<file path="src/rtl/spi_seq_pkg.sv">
// Package: shared state type, command bit positions and lane decode for the
// SPI command sequencer. Assumes 16-bit command words.
package spi_seq_pkg;

    typedef enum logic [2:0] {
        ST_IDLE  = 3'd0,
        ST_LEAD  = 3'd1,
        ST_XFER  = 3'd2,
        ST_TRAIL = 3'd3,
        ST_GAP   = 3'd4
    } seq_state_t;

    localparam int CB_READ     = 4;
    localparam int CB_LANE_LO  = 5;
    localparam int CB_KEEP     = 7;
    localparam int CB_GAP_EN   = 13;
    localparam int CB_TRAIL_EN = 14;
    localparam int CB_LEAD_EN  = 15;

    // Map the two lane bits to a one-hot width; the reserved code acts as single.
    function automatic logic [2:0] lane_decode(input logic [1:0] code);
        case (code)
            2'b01:   return 3'b010;
            2'b10:   return 3'b100;
            default: return 3'b001;
        endcase
    endfunction

endpackage

</file>
<file path="src/rtl/seq_bank.sv">
// Command and unit-count bank: live registers written at any time, plus a
// shadow copy taken on load that the running sequence reads.
// Assumes load is a single-cycle pulse issued at start.
module seq_bank #(
    parameter int NCMD = 8,
    parameter int CMDW = 16,
    parameter int LENW = 32,
    localparam int IDXW = $clog2(NCMD)
) (
    input  logic            clk,
    input  logic            rst_n,
    input  logic            wr_en,
    input  logic            wr_sel,
    input  logic [IDXW-1:0] wr_idx,
    input  logic [LENW-1:0] wr_data,
    input  logic            load,
    input  logic [IDXW-1:0] rd_idx,
    output logic [CMDW-1:0] cmd_o,
    output logic [LENW-1:0] len_o
);

    logic [CMDW-1:0] live_cmd [NCMD];
    logic [LENW-1:0] live_len [NCMD];
    logic [CMDW-1:0] sh_cmd   [NCMD];
    logic [LENW-1:0] sh_len   [NCMD];

    for (genvar i = 0; i < NCMD; i++) begin : g_ent
        // Live entry update from the write port.
        always_ff @(posedge clk) begin
            if (!rst_n) begin
                live_cmd[i] <= '0;
                live_len[i] <= '0;
            end else if (wr_en && wr_idx == IDXW'(i)) begin
                if (wr_sel) live_len[i] <= wr_data;
                else        live_cmd[i] <= wr_data[CMDW-1:0];
            end
        end

        // Shadow entry capture at start.
        always_ff @(posedge clk) begin
            if (!rst_n) begin
                sh_cmd[i] <= '0;
                sh_len[i] <= '0;
            end else if (load) begin
                sh_cmd[i] <= live_cmd[i];
                sh_len[i] <= live_len[i];
            end
        end

        assert_shadow_frozen_R10: assert property (@(posedge clk) disable iff (!rst_n)
            !load |=> ($stable(sh_cmd[i]) && $stable(sh_len[i])));
    end

    // Read the active entry.
    assign cmd_o = sh_cmd[rd_idx];
    assign len_o = sh_len[rd_idx];

endmodule

</file>
<file path="src/rtl/seq_delay.sv">
// Tick-paced delay counter: while run is high, counts bit ticks and flags
// expire on the tick that completes (dly+1) ticks when dly_en is set, else 1.
// Assumes the caller switches delay selection only on expire.
module seq_delay #(
    parameter int DW = 3,
    localparam int CW = DW + 1
) (
    input  logic          clk,
    input  logic          rst_n,
    input  logic          clr,
    input  logic          run,
    input  logic          tick,
    input  logic          dly_en,
    input  logic [DW-1:0] dly,
    output logic          expire
);

    logic [CW-1:0] cnt;
    logic [CW-1:0] target;

    // Number of ticks the current delay lasts.
    assign target = dly_en ? ({1'b0, dly} + CW'(1)) : CW'(1);
    assign expire = run && tick && (cnt == target - CW'(1));

    // Tick counter, cleared at start and at each expiry.
    always_ff @(posedge clk) begin
        if (!rst_n || clr || expire) cnt <= '0;
        else if (run && tick)        cnt <= cnt + CW'(1);
    end

    assert_cnt_bound_R4: assert property (@(posedge clk) disable iff (!rst_n)
        run |-> (cnt < target));

endmodule

</file>
<file path="src/rtl/seq_csdrv.sv">
// Chip-select driver: drives the selected line to its active level when
// on is high; every other line holds its inactive level.
module seq_csdrv #(
    parameter int NCS = 4,
    localparam int CSW = $clog2(NCS)
) (
    input  logic           on,
    input  logic [CSW-1:0] sel,
    input  logic [NCS-1:0] pol,
    output logic [NCS-1:0] cs
);

    for (genvar i = 0; i < NCS; i++) begin : g_line
        assign cs[i] = (on && sel == CSW'(i)) ? pol[i] : ~pol[i];
    end

endmodule

</file>
<file path="src/rtl/spi_cmd_sequencer.sv">
// SPI command sequencer top: steps through the shadowed command bank,
// applying lead, transfer, trail and gap stages per phase, and drives
// chip-select and the shift-engine enable. Assumes the shift engine raises
// unit_done for one cycle per finished data unit while xfer_en is high.
module spi_cmd_sequencer
    import spi_seq_pkg::*;
#(
    parameter int NCMD = 8,
    parameter int CMDW = 16,
    parameter int LENW = 32,
    parameter int DW   = 3,
    parameter int NCS  = 4,
    localparam int IDXW = $clog2(NCMD),
    localparam int CSW  = $clog2(NCS)
) (
    input  logic            clk,
    input  logic            rst_n,
    input  logic            wr_en,
    input  logic            wr_sel,
    input  logic [IDXW-1:0] wr_idx,
    input  logic [LENW-1:0] wr_data,
    input  logic [IDXW-1:0] seq_last,
    input  logic [DW-1:0]   dly_lead,
    input  logic [DW-1:0]   dly_trail,
    input  logic [DW-1:0]   dly_gap,
    input  logic [CSW-1:0]  cs_sel,
    input  logic [NCS-1:0]  cs_pol,
    input  logic            start,
    input  logic            bit_tick,
    input  logic            unit_done,
    output logic            busy,
    output logic            done,
    output logic [IDXW-1:0] cmd_ptr,
    output logic            xfer_en,
    output logic [CMDW-1:0] ph_cmd,
    output logic [2:0]      ph_lanes,
    output logic            ph_read,
    output logic [NCS-1:0]  cs_out
);

    seq_state_t      state;
    logic [IDXW-1:0] ptr, last_q;
    logic [DW-1:0]   dl_q, dt_q, dg_q;
    logic [LENW-1:0] ucnt, len, len_last;
    logic [CMDW-1:0] cmd;
    logic            hold_q, done_q;
    logic            go, dly_run, dly_en, expire, unit_last, is_last, cs_on;
    logic [DW-1:0]   dly_sel;

    assign go = start && (state == ST_IDLE);

    seq_bank #(.NCMD(NCMD), .CMDW(CMDW), .LENW(LENW)) u_bank (
        .clk(clk), .rst_n(rst_n), .wr_en(wr_en), .wr_sel(wr_sel),
        .wr_idx(wr_idx), .wr_data(wr_data), .load(go), .rd_idx(ptr),
        .cmd_o(cmd), .len_o(len)
    );

    // Pick the delay code and enable for the current stage.
    always_comb begin
        dly_run = 1'b1;
        case (state)
            ST_LEAD:  begin dly_en = cmd[CB_LEAD_EN];  dly_sel = dl_q; end
            ST_TRAIL: begin dly_en = cmd[CB_TRAIL_EN]; dly_sel = dt_q; end
            ST_GAP:   begin dly_en = cmd[CB_GAP_EN];   dly_sel = dg_q; end
            default:  begin dly_en = 1'b0; dly_sel = '0; dly_run = 1'b0; end
        endcase
    end

    seq_delay #(.DW(DW)) u_delay (
        .clk(clk), .rst_n(rst_n), .clr(go), .run(dly_run), .tick(bit_tick),
        .dly_en(dly_en), .dly(dly_sel), .expire(expire)
    );

    // A zero unit count runs one unit.
    assign len_last  = (len == '0) ? '0 : len - LENW'(1);
    assign unit_last = (state == ST_XFER) && unit_done && (ucnt == len_last);
    assign is_last   = (ptr == last_q);

    // Phase stepping, pointer, unit count, chip-select hold and done pulse.
    always_ff @(posedge clk) begin
        if (!rst_n) begin
            state  <= ST_IDLE;
            ptr    <= '0;
            last_q <= '0;
            dl_q   <= '0;
            dt_q   <= '0;
            dg_q   <= '0;
            ucnt   <= '0;
            hold_q <= 1'b0;
            done_q <= 1'b0;
        end else begin
            done_q <= 1'b0;
            case (state)
                ST_IDLE: if (go) begin
                    state  <= ST_LEAD;
                    ptr    <= '0;
                    last_q <= seq_last;
                    dl_q   <= dly_lead;
                    dt_q   <= dly_trail;
                    dg_q   <= dly_gap;
                    hold_q <= 1'b0;
                end
                ST_LEAD: if (expire) begin
                    state <= ST_XFER;
                    ucnt  <= '0;
                end
                ST_XFER: begin
                    if (unit_done) ucnt <= ucnt + LENW'(1);
                    if (unit_last) begin
                        if (!cmd[CB_KEEP]) begin
                            state <= ST_TRAIL;
                        end else if (is_last) begin
                            state  <= ST_IDLE;
                            ptr    <= '0;
                            hold_q <= 1'b1;
                            done_q <= 1'b1;
                        end else begin
                            state <= ST_LEAD;
                            ptr   <= ptr + IDXW'(1);
                        end
                    end
                end
                ST_TRAIL: if (expire) state <= ST_GAP;
                ST_GAP: if (expire) begin
                    if (is_last) begin
                        state  <= ST_IDLE;
                        ptr    <= '0;
                        done_q <= 1'b1;
                    end else begin
                        state <= ST_LEAD;
                        ptr   <= ptr + IDXW'(1);
                    end
                end
                default: state <= ST_IDLE;
            endcase
        end
    end

    assign cs_on = hold_q || (state == ST_LEAD) || (state == ST_XFER) || (state == ST_TRAIL);

    seq_csdrv #(.NCS(NCS)) u_cs (
        .on(cs_on), .sel(cs_sel), .pol(cs_pol), .cs(cs_out)
    );

    assign busy     = (state != ST_IDLE);
    assign done     = done_q;
    assign cmd_ptr  = ptr;
    assign xfer_en  = (state == ST_XFER);
    assign ph_cmd   = cmd;
    assign ph_lanes = lane_decode(cmd[CB_LANE_LO+1:CB_LANE_LO]);
    assign ph_read  = cmd[CB_READ] && (ph_lanes != 3'b001);

    assert_done_single_R7: assert property (@(posedge clk) disable iff (!rst_n)
        done |=> !done);
    assert_done_idle_R7: assert property (@(posedge clk) disable iff (!rst_n)
        done |-> !busy);
    assert_ptr_bound_R2: assert property (@(posedge clk) disable iff (!rst_n)
        busy |-> (cmd_ptr <= last_q));
    assert_ptr_rest_R2: assert property (@(posedge clk) disable iff (!rst_n)
        !busy |-> (cmd_ptr == '0));
    assert_ptr_step_R2: assert property (@(posedge clk) disable iff (!rst_n)
        (busy && $past(busy) && (cmd_ptr != $past(cmd_ptr))) |-> (cmd_ptr == $past(cmd_ptr) + IDXW'(1)));
    assert_xfer_cs_R8: assert property (@(posedge clk) disable iff (!rst_n)
        xfer_en |-> (cs_out[cs_sel] == cs_pol[cs_sel]));
    assert_lanes_onehot_R9: assert property (@(posedge clk) disable iff (!rst_n)
        $countones(ph_lanes) == 1);

endmodule

</file>
<file path="config.mk">
export PLATFORM = sky130hd
export DESIGN_NAME = spi_cmd_sequencer
export DESIGN_NICKNAME = d
export VERILOG_FILES = /design/src/rtl/spi_seq_pkg.sv /design/src/rtl/seq_bank.sv /design/src/rtl/seq_delay.sv /design/src/rtl/seq_csdrv.sv /design/src/rtl/spi_cmd_sequencer.sv
export SDC_FILE = /design/constraint.sdc
export NUM_CORES = 1
export LEC_CHECK = 0
export ABC_AREA = 1
export BUFFER_PORTS_ARGS = -buffer_cell sky130_fd_sc_hd__buf_2
export CAP_MARGIN = 25
export CORE_UTILIZATION = 30
export DETAILED_ROUTE_END_ITERATION = 7
export PLACE_DENSITY = 0.43
export SLEW_MARGIN = 10
export SYNTH_ARGS = -nofsm -noshare
export SYNTH_HDL_FRONTEND = slang
export SYNTH_SLANG_ARGS = --single-unit
</file>
<file path="constraint.sdc">
create_clock -name clk -period 31.1 [get_ports clk]
set_input_delay 3.11 -clock clk [delete_from_list [all_inputs] [get_ports clk]]
set_output_delay 3.11 -clock clk [all_outputs]
set_load 0.02 [all_outputs]
</file>
After elaboration in Yosys (flattened, before gate mapping)
Memories as Yosys holds them, arrays and structs flattened. A register that Yosys moved wholly into a read port is not among the register bits.
Index checks and enable logic that the tools add are counted.
{"block": "totals", "inputBits": 60, "out_inout_bits": 30, "ram_bits": 768, "word_cells": 249, "mem_count": 4, "regBits": 56}
{"name": "u_bank.live_len", "depth": 8, "word_bits": 32, "read_ports": 8, "rd_ports_with_merged_regs": 0, "wr": 8, "line": "seq_bank.sv:23", "rtl": "logic [LENW-1:0] live_len [NCMD];"}
{"name": "u_bank.sh_len", "depth": 8, "word_bits": 32, "read_ports": 1, "rd_ports_with_merged_regs": 1, "wr": 8, "line": "seq_bank.sv:25", "rtl": "logic [LENW-1:0] sh_len [NCMD];"}
{"name": "u_bank.live_cmd", "depth": 8, "word_bits": 16, "read_ports": 8, "rd_ports_with_merged_regs": 0, "wr": 8, "line": "seq_bank.sv:22", "rtl": "logic [CMDW-1:0] live_cmd [NCMD];"}
{"name": "u_bank.sh_cmd", "depth": 8, "word_bits": 16, "read_ports": 1, "rd_ports_with_merged_regs": 1, "wr": 8, "line": "seq_bank.sv:24", "rtl": "logic [CMDW-1:0] sh_cmd [NCMD];"}
{"block": "op_classes", "reduce_logical": 38, "bitwise": 36, "addsub": 6, "eq_ne": 28, "mux": 127}
{"operator": "$mux W32", "count": 19}
{"operator": "$mux W16", "count": 16}
{"operator": "$mux W1", "count": 68}
{"operator": "$pmux W32 S2", "count": 1}
{"operator": "$mux W3", "count": 14}
{"operator": "$add A32 B1 Y32 const B", "count": 1}
{"operator": "$eq A32 B32 Y1", "count": 1}
{"operator": "$logic_not A32 Y1", "count": 1}
{"operator": "$or A1 B1 Y1", "count": 32}
{"operator": "$sub A32 B1 Y32 const B", "count": 1}
{"operator": "$logic_and A1 B1 Y1", "count": 18}
{"operator": "$pmux W3 S3", "count": 2}
{"operator": "$eq A3 B3 Y1 const B", "count": 5}
{"operator": "$pmux W3 S5", "count": 1}
{"operator": "$reduce_and A5 Y1", "count": 3}
{"operator": "$ne A2 B1 Y1 const B", "count": 7}
{"operator": "$eq A3 B2 Y1 const B", "count": 4}
{"operator": "$eq A2 B2 Y1 const B", "count": 3}
{"operator": "$eq A3 B1 Y1 const B", "count": 2}
{"operator": "$logic_not A3 Y1", "count": 2}
{"operator": "$pmux W3 S2", "count": 1}
{"operator": "$reduce_bool A3 Y1", "count": 2}
{"operator": "$logic_or A1 B1 Y1", "count": 5}
{"operator": "$add A3 B1 Y4 const B", "count": 1}
{"operator": "19 further kinds", "count": 25}

Longest topological paths before layout
{"block": "logic_depth", "word_depth": 11, "depth_mapped": 30}

Modules after synthesis
From an unflattened synthesis, not the netlist that was laid out.
{"block": "unflattened", "cells_unflattened": 4237, "hier_area_um2": 38748.4}
{"module": "seq_bank", "seq_area_each_um2": 23062.1, "instances": 1, "cells_per_inst": 3394, "area_each_um2": 33841.2}
{"module": "spi_cmd_sequencer", "seq_area_each_um2": 1041.0, "instances": 1, "cells_per_inst": 766, "area_each_um2": 4439.3}
{"module": "seq_delay", "seq_area_each_um2": 80.1, "instances": 1, "cells_per_inst": 53, "area_each_um2": 361.6}
{"module": "seq_csdrv", "seq_area_each_um2": 0.0, "instances": 1, "cells_per_inst": 24, "area_each_um2": 106.4}

Worst setup path before layout
No wires, ideal clock.
{"block": "synth_path", "path_type": "input port to flip-flop", "start": "input start", "end": "register u_delay.cnt[0]", "setup_ps": 138, "n_path_buf": 0, "required_time_ps": 30962, "t_arrival_ps": 13531, "path_slack_ps": 17431, "path_stages": 5, "cell_sequence": "nand2_1 nand2_1 inv_1 nand2_1 a21oi_1"}
{"block": "synth_via", "elab_chain_len": 3}
{"element": "start: declaration", "line": "spi_cmd_sequencer.sv:28", "rtl": "input logic start,"}
{"element": "$logic_and A1 B1 Y1", "line": "spi_cmd_sequencer.sv:50", "rtl": "assign go = start && (state == ST_IDLE);"}
{"element": "$logic_or A1 B1 Y1 (2 in series)", "line": "seq_delay.sv:27", "rtl": "if (!rst_n || clr || expire) cnt <= '0;"}
{"element": "end signal: assignment", "line": "seq_delay.sv:28", "rtl": "else if (run && tick) cnt <= cnt + CW'(1);"}
{"element": "end: declaration", "line": "seq_delay.sv:18", "rtl": "logic [CW-1:0] cnt;"}
No other way between the ends.
A chain may end at the register's enable or synchronous reset.

Worst setup path after layout
{"block": "layout_path", "start": "input cs_sel[0]", "end": "output cs_out[2]"}
{"block": "layout_via", "elab_chain_len": 3}
{"element": "start: declaration", "line": "spi_cmd_sequencer.sv:26", "rtl": "input logic [CSW-1:0] cs_sel,"}
{"element": "$eq A2 B2 Y1", "line": "seq_csdrv.sv:14", "rtl": "assign cs[i] = (on && sel == CSW'(i)) ? pol[i] : ~pol[i];"}
{"element": "$logic_and A1 B1 Y1", "line": "seq_csdrv.sv:14"}
{"element": "$mux W1", "line": "seq_csdrv.sv:14"}
{"element": "end: declaration", "line": "spi_cmd_sequencer.sv:38", "rtl": "output logic [NCS-1:0] cs_out"}
No other way between the ends.

==> results.json <==
{
  "core_mm2": 0.124,
  "hold_violations": 0,
  "clk-insertion-delay-late_ns": 0.67,
  "min_path_type": "register to register",
  "min_to": "hold_q",
  "netlist_area_mm2": 0.0377,
  "cts_tree": "done",
  "io_buffers": 89,
  "drive_above_1_share_pct": 7.04,
  "drtIter0Drc": 1753,
  "routed_wl_um": 107000,
  "yosys.area.top_type": "edfxtp_1",
  "postCtsSetupBuffers": 0,
  "cts_root_buffer": "clkbuf_16",
  "drtPass1Iterations": 5,
  "grt_pass1_wl_um": 159000,
  "crit_fanout": 3,
  "maxCapViolCount": 0,
  "ys_ff_latch": 827,
  "synth_area_per_cell_um2": 9.28,
  "clkSinkCount": 827,
  "die_w_um": 356,
  "cp-end-kind": "primary output",
  "yosysSeqAreaShare_pct": 64.3,
  "die_h_um": 356,
  "via_count": 25800,
  "synthArstFlopShare_pct": 0,
  "syn_inst": 4060,
  "slew_headroom_pct": 26.0,
  "p_leak_nw": 18.2,
  "drc": 0,
  "synthToLayoutAreaGrowth_pct": 13.5,
  "critical_path_required_ns": 27.99,
  "vias_per_cell": 4.44,
  "place.gp.congestion": 0.850,
  "path_clk_slew_ns": 0.06,
  "r2r_slack_ns": 24.99,
  "grt_use_total_pct": 16.8,
  "synth-edff-count": 768,
  "setup_tns_ns": 0,
  "yosysWarnings": 0,
  "fin_hold_ws_ns": 0.463,
  "skew_ns": 0.0195,
  "powerDensity_mw_per_mm2": 75.3,
  "synth_cell_types": 37,
  "cts_buffer_depth": 3,
  "hold_buffers": 0,
  "drv_slew": 0,
  "dp_hpwl_um": 58800,
  "numCtsBuffers": 94,
  "synth_commonest_cells": "nor2_1 (1046), edfxtp_1 (768), inv_1 (712), nand2_1 (704), nand3_1 (232)",
  "grt_antenna_before_repair": 1,
  "io_pins": 90,
  "reg2reg_depth": 23,
  "grt_max_degree": 203,
  "htree_levels": 3,
  "setup_violations": 0,
  "synthDominantCellAreaShare_pct": 61.2,
  "syn_nets": 4128,
  "min_period_ns": 6.82,
  "final_nets": 4167,
  "grt_pass1_vias": 24500,
  "tightest_slew_ns": 1.11,
  "min_from": "hold_q",
  "max_freq_mhz": 147,
  "final_antenna_net_count": 0,
  "initial_utilization_pct": 30.4,
  "wire_per_inst_um": 18.4,
  "power.total_mw": 3.22,
  "dieArea_mm2": 0.127,
  "worstSetupPathType": "input port to primary output",
  "whs_path_depth": 2,
  "grt_setup_unrepaired": "false",
  "worstSetupStartpointType": "input port",
  "arrival_ns": 3.71,
  "antennaDiodeCount": 0,
  "vdd_drop_max_mv": 0.0394,
  "fp-row-count": 129,
  "grt-ovfl-total": 0,
  "synth_most_common_cell": "nor2_1",
  "synthTopCellsByArea": "edfxtp_1 (61%), nor2_1 (10%), inv_1 (7.1%)",
  "synthFlopType": "edfxtp_1",
  "finalCritPeriodShare_pct": 21.9,
  "outcome": "finished clean",
  "ctsResizeCount": 0
}
-- layer usage --
metal | GRT usage (%) | vias up | wire (µm)
met2 | 27.3 | 487 | 49700
met5 | 0 | - | 0
met3 | 2.19 | 112 | 4600
li1 | - | 12900 | -
met1 | 23.5 | 12300 | 50600
met4 | 4.30 | 0 | 1930
-- how the worst max path moves through the flow --
stage | from | end | slack (ns)
3_3_place_gp | rst_n | u_bank.sh_cmd[2][8] | 23.90
2_1_floorplan | start | u_delay.cnt[0] | 17.43
4_1_cts | cs_sel[0] | cs_out[2] | 24.27
5_1_grt | cs_sel[0] | cs_out[2] | 24.19
6_report | cs_sel[0] | cs_out[2] | 24.28
3_5_place_dp | rst_n | u_bank.sh_cmd[2][8] | 23.93
-- cell families (layout without fill, tap and decap cells) --
kind of cell / Yosys count / after routing / synth area share, %
compound gates: 190 / 190 / 2.68
xor+xnor: 41 / 41 / 0.953
fa+ha+maj: 8 / 8 / 0.266
buf+inv: 906 / 1020 / 9.51
flops: 827 / 827 / 64.3
simple gates: 2088 / 2088 / 22.3
-- critical path: stages --
cell and delay (ns):
buf_2 0.11, inv_1 0.07, nand3_1 0.09, xor2_1 0.16, buf_2 0.18
-- through the flow --
stage	setup WS [ns]	cells	utilization [%]	instance area (µm²)
2_1_floorplan	17.43	4060	-	37700
3_3_place_gp	23.90	5631	32.0	39700
3_5_place_dp	23.93	5638	32.1	39800
4_1_cts	24.27	5809	34.4	42700
5_1_grt	24.19	5811	34.5	42800
6_report	24.28	5811	34.5	42800
-- cell usage in the layout, fill, tap and decap left out, types with 4 or more instances in the layout --
cell / n
o22ai_1: 22
inv_1: 712
buf_2: 89
o21ai_1: 13
nand4_1: 37
nand3_1: 225
dfxtp_1: 56
nor3_1: 27
bufinv_16: 6
nand3_4: 4
clkbuf_1: 28
a21oi_1: 45
o21ai_0: 94
ha_1: 8
a31oi_1: 9
nand2_4: 7
nor2_1: 1046
nand2_1: 695
buf_8: 5
edfxtp_1: 768
xnor2_1: 6
nand3b_1: 11
nor4_1: 10
buf_4: 32
clkinv_2: 13
nand2_2: 8
nor2_2: 6
clkinv_1: 21
xor2_1: 35
clkbuf_16: 97
-- area by class of cell --
| cell class | count | area [µm²] |
|---|---|---|
| Clock buffer | 125 | 2530 |
| Clock inverter | 46 | 387 |
| Fill cell | 12600 | 81300 |
| Inverter | 717 | 2700 |
| Multi-Input combinational cell | 2327 | 9970 |
| Sequential cell | 827 | 24300 |
| Tap cell | 1637 | 2050 |
| Timing Repair Buffer | 132 | 895 |
-- registers in the layout, summed over array words and instances (netlist names), named ones only --
signal	count
dg_q	3
state	3
u_bank.live_len	256
dl_q	3
last_q	3
u_delay.cnt	4
cmd_ptr	3
u_bank.sh_len	256
dt_q	3
u_bank.live_cmd	128
u_bank.sh_cmd	128
hold_q	1
done	1
ucnt	32
-- where the power goes --
group	internal [mW]	total [mW]	switching, mW
Clock	0.620	1.08	0.456
Sequential	1.42	1.47	0.0518
Combinational	0.179	0.673	0.494
Total	2.22	3.22	1.00
Power figures use the tool's default switching activity.
